File: src/rtl/cascade_pic_pkg.sv
package cascade_pic_pkg;
  localparam int CORE_LINES   = 8;
  localparam int CORE_IDX_W   = $clog2(CORE_LINES);
  localparam int VECTOR_W     = 8;
  localparam int CASCADE_LINE = 2;

  typedef enum logic [1:0] {
    CFG_PRI_BASE = 2'd0,
    CFG_SEC_BASE = 2'd1,
    CFG_PRI_TRIG = 2'd2,
    CFG_SEC_TRIG = 2'd3
  } cfg_sel_e;
endpackage

File: src/rtl/pic_prio_pick.sv
module pic_prio_pick #(
  parameter int LINES = 8,
  parameter int IDX_W = $clog2(LINES)
) (
  input  logic [LINES-1:0] req,
  output logic             found,
  output logic [IDX_W-1:0] idx
);
  // lowest index wins: scan downwards so the last hit is the smallest
  always_comb begin
    found = |req;
    idx   = '0;
    for (int i = LINES - 1; i >= 0; i--) begin
      if (req[i]) idx = IDX_W'(i);
    end
  end
endmodule

File: src/rtl/pic_req_core.sv
module pic_req_core #(
  parameter int               LINES     = 8,
  parameter logic [LINES-1:0] TRIG_MASK = '1
) (
  input  logic             clk,
  input  logic             rst_n,
  input  logic [LINES-1:0] lines_in,
  input  logic             trig_wr,
  input  logic [LINES-1:0] trig_wdata,
  input  logic [LINES-1:0] ack_clr,
  input  logic [LINES-1:0] cascade_set,
  output logic [LINES-1:0] req_q,
  output logic [LINES-1:0] req_d
);
  logic [LINES-1:0] trig_q;
  logic [LINES-1:0] prev_q;

  always_ff @(posedge clk) begin
    if (!rst_n) begin
      trig_q <= '0;
      prev_q <= '0;
      req_q  <= '0;
    end else begin
      if (trig_wr) trig_q <= trig_wdata & TRIG_MASK;
      prev_q <= lines_in;
      req_q  <= req_d;
    end
  end

  for (genvar g = 0; g < LINES; g++) begin : g_line
    logic rise;
    assign rise = lines_in[g] & ~prev_q[g];
    always_comb begin
      if (trig_q[g]) req_d[g] = lines_in[g];
      else           req_d[g] = (req_q[g] & ~ack_clr[g]) | rise | cascade_set[g];
    end
  end
endmodule

File: src/rtl/cascade_ack_unit.sv
module cascade_ack_unit
  import cascade_pic_pkg::*;
#(
  parameter int LINES      = CORE_LINES,
  parameter int VEC_W      = VECTOR_W,
  parameter int CASC_LINE  = CASCADE_LINE,
  parameter logic [LINES-1:0] PRI_TRIG_MASK = 8'hF8,
  parameter logic [LINES-1:0] SEC_TRIG_MASK = 8'hDE
) (
  input  logic                 clk,
  input  logic                 rst_n,
  input  logic [2*LINES-1:0]   irq_in,
  input  logic                 cfg_we,
  input  logic [1:0]           cfg_addr,
  input  logic [VEC_W-1:0]     cfg_wdata,
  input  logic                 ack_req,
  input  logic                 ack_ready,
  output logic                 ack_valid,
  output logic [VEC_W-1:0]     ack_vector,
  output logic                 cpu_int
);
  localparam int IDX_W = $clog2(LINES);
  localparam logic [IDX_W-1:0] SPUR_IDX = IDX_W'(LINES - 1);

  cfg_sel_e cfg_sel;
  assign cfg_sel = cfg_sel_e'(cfg_addr);

  logic [VEC_W-1:0] p_base, s_base;
  logic [LINES-1:0] p_req, p_req_d, s_req, s_req_d;
  logic [LINES-1:0] p_clr, s_clr, p_casc;
  logic             p_found, s_found, accept, go_sec;
  logic [IDX_W-1:0] p_idx, s_idx;
  logic [VEC_W-1:0] vec_d;

  always_ff @(posedge clk) begin
    if (!rst_n) begin
      p_base <= '0;
      s_base <= '0;
    end else if (cfg_we) begin
      if (cfg_sel == CFG_PRI_BASE) p_base <= {cfg_wdata[VEC_W-1:IDX_W], {IDX_W{1'b0}}};
      if (cfg_sel == CFG_SEC_BASE) s_base <= {cfg_wdata[VEC_W-1:IDX_W], {IDX_W{1'b0}}};
    end
  end

  pic_prio_pick #(.LINES(LINES), .IDX_W(IDX_W)) u_pick_pri (
    .req(p_req), .found(p_found), .idx(p_idx));
  pic_prio_pick #(.LINES(LINES), .IDX_W(IDX_W)) u_pick_sec (
    .req(s_req), .found(s_found), .idx(s_idx));

  assign accept = ack_req & ~ack_valid;
  assign go_sec = accept & p_found & (p_idx == IDX_W'(CASC_LINE));
  assign p_clr  = (accept & p_found) ? (LINES'(1) << p_idx) : '0;
  assign s_clr  = (go_sec & s_found) ? (LINES'(1) << s_idx) : '0;

  // secondary pending after this edge pulses primary cascade line
  always_comb begin
    p_casc            = '0;
    p_casc[CASC_LINE] = |s_req_d;
  end

  pic_req_core #(.LINES(LINES), .TRIG_MASK(SEC_TRIG_MASK)) u_core_sec (
    .clk(clk), .rst_n(rst_n),
    .lines_in(irq_in[2*LINES-1:LINES]),
    .trig_wr(cfg_we && cfg_sel == CFG_SEC_TRIG),
    .trig_wdata(cfg_wdata[LINES-1:0]),
    .ack_clr(s_clr), .cascade_set('0),
    .req_q(s_req), .req_d(s_req_d));

  pic_req_core #(.LINES(LINES), .TRIG_MASK(PRI_TRIG_MASK)) u_core_pri (
    .clk(clk), .rst_n(rst_n),
    .lines_in(irq_in[LINES-1:0]),
    .trig_wr(cfg_we && cfg_sel == CFG_PRI_TRIG),
    .trig_wdata(cfg_wdata[LINES-1:0]),
    .ack_clr(p_clr), .cascade_set(p_casc),
    .req_q(p_req), .req_d(p_req_d));

  always_comb begin
    if (!p_found)                          vec_d = {p_base[VEC_W-1:IDX_W], SPUR_IDX};
    else if (p_idx != IDX_W'(CASC_LINE))   vec_d = {p_base[VEC_W-1:IDX_W], p_idx};
    else if (s_found)                      vec_d = {s_base[VEC_W-1:IDX_W], s_idx};
    else                                   vec_d = {s_base[VEC_W-1:IDX_W], SPUR_IDX};
  end

  always_ff @(posedge clk) begin
    if (!rst_n) begin
      ack_valid  <= 1'b0;
      ack_vector <= '0;
    end else if (accept) begin
      ack_valid  <= 1'b1;
      ack_vector <= vec_d;
    end else if (ack_ready) begin
      ack_valid  <= 1'b0;
    end
  end

  assign cpu_int = p_found;
endmodule

File: config.mk
export PLATFORM = sky130hd
export DESIGN_NAME = cascade_ack_unit
export DESIGN_NICKNAME = d
export VERILOG_FILES = /design/src/rtl/cascade_pic_pkg.sv /design/src/rtl/pic_prio_pick.sv /design/src/rtl/pic_req_core.sv /design/src/rtl/cascade_ack_unit.sv
export SDC_FILE = /design/constraint.sdc
export NUM_CORES = 1
export LEC_CHECK = 0
export ABC_AREA = 1
export BUFFER_PORTS_ARGS = -buffer_cell sky130_fd_sc_hd__buf_2
export CORE_ASPECT_RATIO = 0.75
export CORE_MARGIN = 2
export CORE_UTILIZATION = 45
export CTS_CLUSTER_DIAMETER = 200
export CTS_CLUSTER_SIZE = 12
export DETAILED_ROUTE_END_ITERATION = 16
export PLACE_DENSITY = 0.67
export SETUP_SLACK_MARGIN = 0.5
export SLEW_MARGIN = 0
export SYNTH_ARGS = -nofsm -noshare
export SYNTH_HDL_FRONTEND = slang
export SYNTH_SLANG_ARGS = --single-unit
File: constraint.sdc
create_clock -name clk -period 1.9 [get_ports clk]
set_input_delay 0.38 -clock clk [delete_from_list [all_inputs] [get_ports clk]]
set_output_delay 0.38 -clock clk [all_outputs]
set_load 0.01 [all_outputs]
==> results.yml, run 1 <==
run_status:
  status: "finished clean"
cts:
  hold_buffers: 0
  max-clock-path-buffers: 2
  cts-root-buf: "clkbuf_8"
  htreeDepth: 3
  cts_buffers: 9
  cts_tree: "yes"
  insertion_delay_ns: 0.34
  clk_pin_slew_ns: 0.07
  cts.sinks: 62
critical_path:
  cp.arrival_ns: 1.40
  r2r-end: "u_core_pri.req_q[2]$_SDFF_PN0_"
  slowest_delay_ns: 0.32
  reg2reg_slack_ns: 0.16
  end_kind: "output pin"
  path_delay_family: "buffers and inverters"
  crit_cells: 6
  worst_r2r_startpoint: "u_core_pri.req_q[0]$_SDFF_PN0_"
  required_ns: 1.52
  cp_max_fo: 4
  criticalPathCategory: "reg2out"
  crit_end: "cpu_int"
  r2r.worst_path.cells: 10
  cp_slowest_cell: "dfxtp_2"
  crit_path_start: "u_core_pri.req_q[6]$_SDFF_PN0_"
  critPathBufInv: 4
  crit_chain: "inv_2 -> nand2_2 -> buf_6 -> nor4_4 -> inv_2 -> buf_6"
  worst_setup_path_start_kind: "register"
timing:
  max_freq_mhz: 561
  rsz0062_at_grt: "yes"
  relSlewSlack_pct: 71.9
  final_max_slew_viol_count: 0
  setup_viol: 0
  hold_viol: 0
  finalCritPeriodShare_pct: 93.9
  finClkSkew_ns: 0.00437
  min_period_ns: 1.78
  setup_tns_ns: 0
  worst_pin_slew_ns: 0.420
placed_design:
  io_buffer_count: 39
  post-dp-hpwl_um: 4230
  gp_congestion: 0.855
pwr:
  leakage_uw: 0.00177
  power_frac_seq_pct: 42.4
  intPower_uw: 2450
  p_sw_uw: 974
  clkPwrFrac_pct: 37.8
  power_density_mw_per_mm2: 949
  pwr-share-comb_pct: 19.8
  netSwitchingFraction_pct: 28.4
  ir_drop_mv: 0.821
route:
  via_per_inst: 4.90
  initialDrtViolationCount: 132
  wire_per_inst_um: 13.3
  dr.pass1.iters: 4
  via_count: 2516
  drc: 0
  routed_wl_um: 6830
  antenna_left: 0
synthesis:
  synth-compound-area-share_pct: 15.9
  ys_types: 28
  avgSynthCellArea_um2: 7.11
  synth_most_common_cell: "nand2_1"
  syn-num-nets: 396
  synth_edf_count: 0
  yosys_warnings: 0
  synth_area_leaders: "dfxtp_1, nand2_1, inv_1"
  synth_top_flop_cell: "dfxtp_1"
  synth_top_family_by_area: "simple AND/OR/NAND/NOR gates"
  synth-simple-area-share_pct: 25.8
  yosysTopAreaCell: "dfxtp_1"
  yosysSeqAreaShare_pct: 47.8
  synth_top_area_share_pct: 47.8
  synth_fa_ha_area_share_pct: 0
  synthesis.area_mm2: 0.00259
  muxShareOfSynthArea_pct: 0
  synth-xor-area-share_pct: 0
  netlist_top_cells_count: "nand2_1, inv_1, dfxtp_1"
  async_flop_share_pct: 0
  syn_inst: 365
  synth_seq_cells: 62
layout:
  layout-drive-gt1-share_pct: 33.6
  fillers: 482
  layout.nets: 464
  diodes: 0
  synthToLayoutAreaGrowth_pct: 39.2
  multi_input_area_mm2: 0.00132
  ff_latch_area_mm2: 0.00126
  final_core_util_pct: 66.4
grt:
  grt_use_total_pct: 21.6
  grt_pass1_wl_um: 10800
  use_met1_pct: 27.9
  gr-usage-met3_pct: 7.50
  overflow: 0
  top_usage_layer: "met2"
  use_met2_pct: 33.7
  grt_pass1_vias: 2436
  antenna_found_initial: 0
  grt_max_degree: 34
hold_path:
  worstHoldStart: "irq_in[7]"
  hold_path.class: "in2reg"
floorplan:
  pin_count: 41
  die_x_um: 91.7
  die_h_um: 69.8
  row_count: 23
  coreArea_mm2: 0.00544
  dieArea_mm2: 0.00640
  initial_core_util_pct: 47.7
run:
  drv_cap: 0
-- state kept, by name (all words and copies together), names as in the netlist --
| signal | cells |
|---|---|
| ack_valid | 1 |
| ack_vector | 8 |
| p_base | 5 |
| s_base | 5 |
| u_core_pri.prev_q | 8 |
| u_core_pri.req_q | 8 |
| u_core_pri.trig_q | 5 |
| u_core_sec.prev_q | 8 |
| u_core_sec.req_q | 8 |
| u_core_sec.trig_q | 6 |
-- how the worst min path moves through the flow --
stage / end / slack, ns / depth (start not counted)
final: u_core_pri.prev_q[7]$_SDFF_PN0_ / 0.23 / 3
after global routing: u_core_sec.prev_q[4]$_SDFF_PN0_ / 0.22 / 3
after CTS: u_core_sec.prev_q[0]$_SDFF_PN0_ / 0.21 / 3
after detailed placement: u_core_pri.req_q[1]$_SDFF_PN0_ / 0.42 / 1
after global placement: u_core_pri.req_q[0]$_SDFF_PN0_ / 0.40 / 1
after floorplan: u_core_pri.req_q[0]$_SDFF_PN0_ / 0.40 / 1
-- layer usage --
layer | up-vias | part of all wire [%]
li1 | 1287 | -
met1 | 1162 | 47
met2 | 60 | 47
met3 | 7 | 4.8
met4 | 0 | 1.0
met5 | - | 0
-- metrics by stage --
stage                     hold slack, ns  power (uW)  cells  worst slack (ns)  area (um2)
final                              0.225        3430    513             0.117        3610
after global routing               0.224        3570    513            0.0453        3610
after CTS                          0.211        3330    508             0.142        3410
after detailed placement           0.422        1900    477             0.121        2910
after global placement             0.403        1890    477             0.142        2910
after floorplan                    0.399        1750    365             0.394        2590
-- repair_timing --
action                     in CTS  in global routing
setup endpoints to repair      22                 23
buffers inserted               15                  5
resized for setup              42                 48
pin swaps                      13                 20
-- cells by family (layout without fill, tap and decap cells) --
logic type,Yosys count,after routing
AO/OA/AOI/OAI,71,71
AND/OR/NAND/NOR,160,160
flip-flops,62,62
buffers and inverters,72,145
-- cells in the final DEF, fill, tap and decap left out, types with 2 or more instances in the layout --
cell / instances
nand2_2: 10
nor2_4: 5
buf_12: 2
nand3_1: 7
buf_6: 15
o41ai_2: 2
clkinvlp_4: 2
inv_1: 56
a21oi_2: 6
nor2_1: 48
nor3_1: 4
nand4_4: 2
nand2_1: 67
buf_2: 38
nor2_2: 4
o21ai_0: 29
o211ai_1: 5
buf_4: 10
bufinv_16: 2
dfxtp_1: 55
nand2_4: 4
clkbuf_8: 10
dfxtp_2: 3
a21oi_1: 12
clkinv_2: 2
inv_2: 7
o41ai_1: 2
nand3_2: 6
dfxtp_4: 4
o21ai_2: 7
-- final cells by class --
type | instances | share of cell area, %
Inverter | 64 | 6.72
Clock inverter | 6 | 2.36
Timing Repair Buffer | 65 | 13.1
Sequential cell | 62 | 34.9
Multi-Input combinational cell | 231 | 36.5
Tap cell | 75 | 2.60
Clock buffer | 10 | 3.81
-- tightest hold or removal path: stages --
cell and delay, ns:
buf_2 0.07, nand2_1 0.04, inv_1 0.05
-- power by group through the flow --
stage                     Combinational (uW)  Sequential, uW  Clock, uW
after floorplan                          292            1460          0
after global placement                   429            1460          0
after detailed placement                 441            1460          0
after CTS                                570            1450       1310
after global routing                     743            1460       1370
final                                    678            1450       1300
Power figures use the tool's default switching activity.
==> run 2: changes to the inputs <==
--- a/config.mk
+++ b/config.mk
@@ -7,13 +7,13 @@
 export LEC_CHECK = 0
 export ABC_AREA = 1
 export BUFFER_PORTS_ARGS = -buffer_cell sky130_fd_sc_hd__buf_2
-export CORE_ASPECT_RATIO = 0.75
+export CORE_ASPECT_RATIO = 0.8
 export CORE_MARGIN = 2
-export CORE_UTILIZATION = 45
+export CORE_UTILIZATION = 30
 export CTS_CLUSTER_DIAMETER = 200
 export CTS_CLUSTER_SIZE = 12
 export DETAILED_ROUTE_END_ITERATION = 16
-export PLACE_DENSITY = 0.67
+export PLACE_DENSITY = 0.49
 export SETUP_SLACK_MARGIN = 0.5
 export SLEW_MARGIN = 0
 export SYNTH_ARGS = -nofsm -noshare
==> results.yml, run 2 (synthesized netlist as in run 1, its figures left out) <==
run_status:
  status: "finished clean"
route:
  via_count: 2406
  wire_per_inst_um: 12.1
  drc: 0
  routed_wl_um: 6550
  initialDrtViolationCount: 71
  via_per_inst: 4.45
  antenna_left: 0
  dr.pass1.iters: 4
grt:
  grt_pass1_vias: 2301
  overflow: 0
  grt_pass1_wl_um: 10900
  antenna_found_initial: 0
  grt_use_total_pct: 15.1
  grt_max_degree: 28
layout:
  diodes: 0
  synthToLayoutAreaGrowth_pct: 29.1
  layout.nets: 455
  layout-drive-gt1-share_pct: 25.6
  fillers: 923
  final_common_cell: "nand2_1"
  mostFrequentLayoutCells: "nand2_1, inv_1, dfxtp_1, nor2_1, buf_2"
placed_design:
  post-dp-hpwl_um: 4670
  post-place-ws_ns: 0.110
  gp_congestion: 0.840
  io_buffer_count: 39
timing:
  relSlewSlack_pct: 68.8
  hold_viol: 0
  rsz0062_at_grt: "yes"
  setup_tns_ns: 0
  max_freq_mhz: 575
  setup_slack_ns: 0.160
  worst_pin_slew_ns: 0.467
  min_period_ns: 1.74
  finClkSkew_ns: 0.0127
  final_max_slew_viol_count: 0
  setup_viol: 0
  finalCritPeriodShare_pct: 91.6
cts:
  max-clock-path-buffers: 2
  cts.sinks: 62
  htreeDepth: 3
  cts-root-buf: "clkbuf_8"
  insertion_delay_ns: 0.35
  cts_buffers: 9
  clk_pin_slew_ns: 0.07
  cts_tree: "yes"
hold_path:
  hold_path.class: "in2reg"
critical_path:
  cp_max_fo: 3
  cp.arrival_ns: 1.36
  end_kind: "output pin"
  required_ns: 1.52
  worst_setup_path_start_kind: "register"
  criticalPathCategory: "reg2out"
pwr:
  ir_drop_mv: 0.462
  leakage_uw: 0.00163
  power_density_mw_per_mm2: 939
floorplan:
  row_count: 30
  initial_core_util_pct: 30.7
  die_h_um: 87.2
  die_x_um: 108
  pin_count: 41
  coreArea_mm2: 0.00845
  dieArea_mm2: 0.00941
run:
  drv_cap: 0
## run 2: changes by cell type in the layout (fill, tap and decap cells not counted), moves of 3 or more
cell and delta:
buf_6 -12, dfxtp_4 -4, nand2_1 +8, nand3_2 -4, inv_1 +3, a21oi_2 -3, nand2_4 -3, buf_4 +4
a21oi_1 +3, nand3_1 +5, nand2_2 -5, nor2_1 +3
## run 2: metal layers
layer	GRT usage, %	vias up	wire length, um
li1	-	1274	-
met1	20.3	1084	3350
met2	23.0	42	2830
met3	5.68	6	322
met4	3.96	0	53
met5	0	-	0
## run 2: layout make-up
type	count	area [um2]	area share [%]
Timing Repair Buffer	56	334	9.97
Sequential cell	62	1250	37.2
Tap cell	112	140	4.18
Multi-Input combinational cell	231	1190	35.5
Inverter	64	240	7.17
Clock inverter	7	75.1	2.24
Clock buffer	9	124	3.70
## run 2: worst max-delay path, stage by stage, from the launching register on
cell     delay, ns
dfxtp_2       0.36
nor2_4        0.13
nand2_2       0.10
nor4_2        0.18
inv_1         0.11
buf_2         0.15
## run 2: worst paths after layout
kind                                                 startpoint                              end  slack, ns  cells after the start
worst max-delay path             u_core_pri.req_q[0]$_SDFF_PN0_                          cpu_int       0.16                      5
worst min-delay path                                 irq_in[10]  u_core_sec.prev_q[2]$_SDFF_PN0_       0.23                      3
worst max register to register   u_core_pri.req_q[5]$_SDFF_PN0_   u_core_pri.req_q[2]$_SDFF_PN0_       0.19                     11
worst min register to register  u_core_pri.prev_q[1]$_SDFF_PN0_   u_core_pri.req_q[1]$_SDFF_PN0_       0.43                      1
## run 2: report_power, final
group          switching [uW]  internal, uW
registers                52.5          1390
logic                     327           215
clock network             555           606
## run 2: per-stage QoR
stage / cells / utilization, % / total power, uW / hold slack, ns / cell area [um2]
after CTS: 538 / 38.3 / 3120 / 0.217 / 3230
after global placement: 516 / 35.0 / 1900 / 0.421 / 2960
final: 541 / 39.7 / 3150 / 0.228 / 3350
after detailed placement: 516 / 35.0 / 1910 / 0.426 / 2960
after floorplan: 365 / - / 1750 / 0.399 / 2590
after global routing: 541 / 39.7 / 3330 / 0.215 / 3350
## run 2: timing repair
action / CTS / global route
setup endpoints to repair: 21 / 23
pin swaps: 3 / 13
buffers inserted: 6 / 3
hold buffers: 0 / 0
resized for setup: 13 / 25
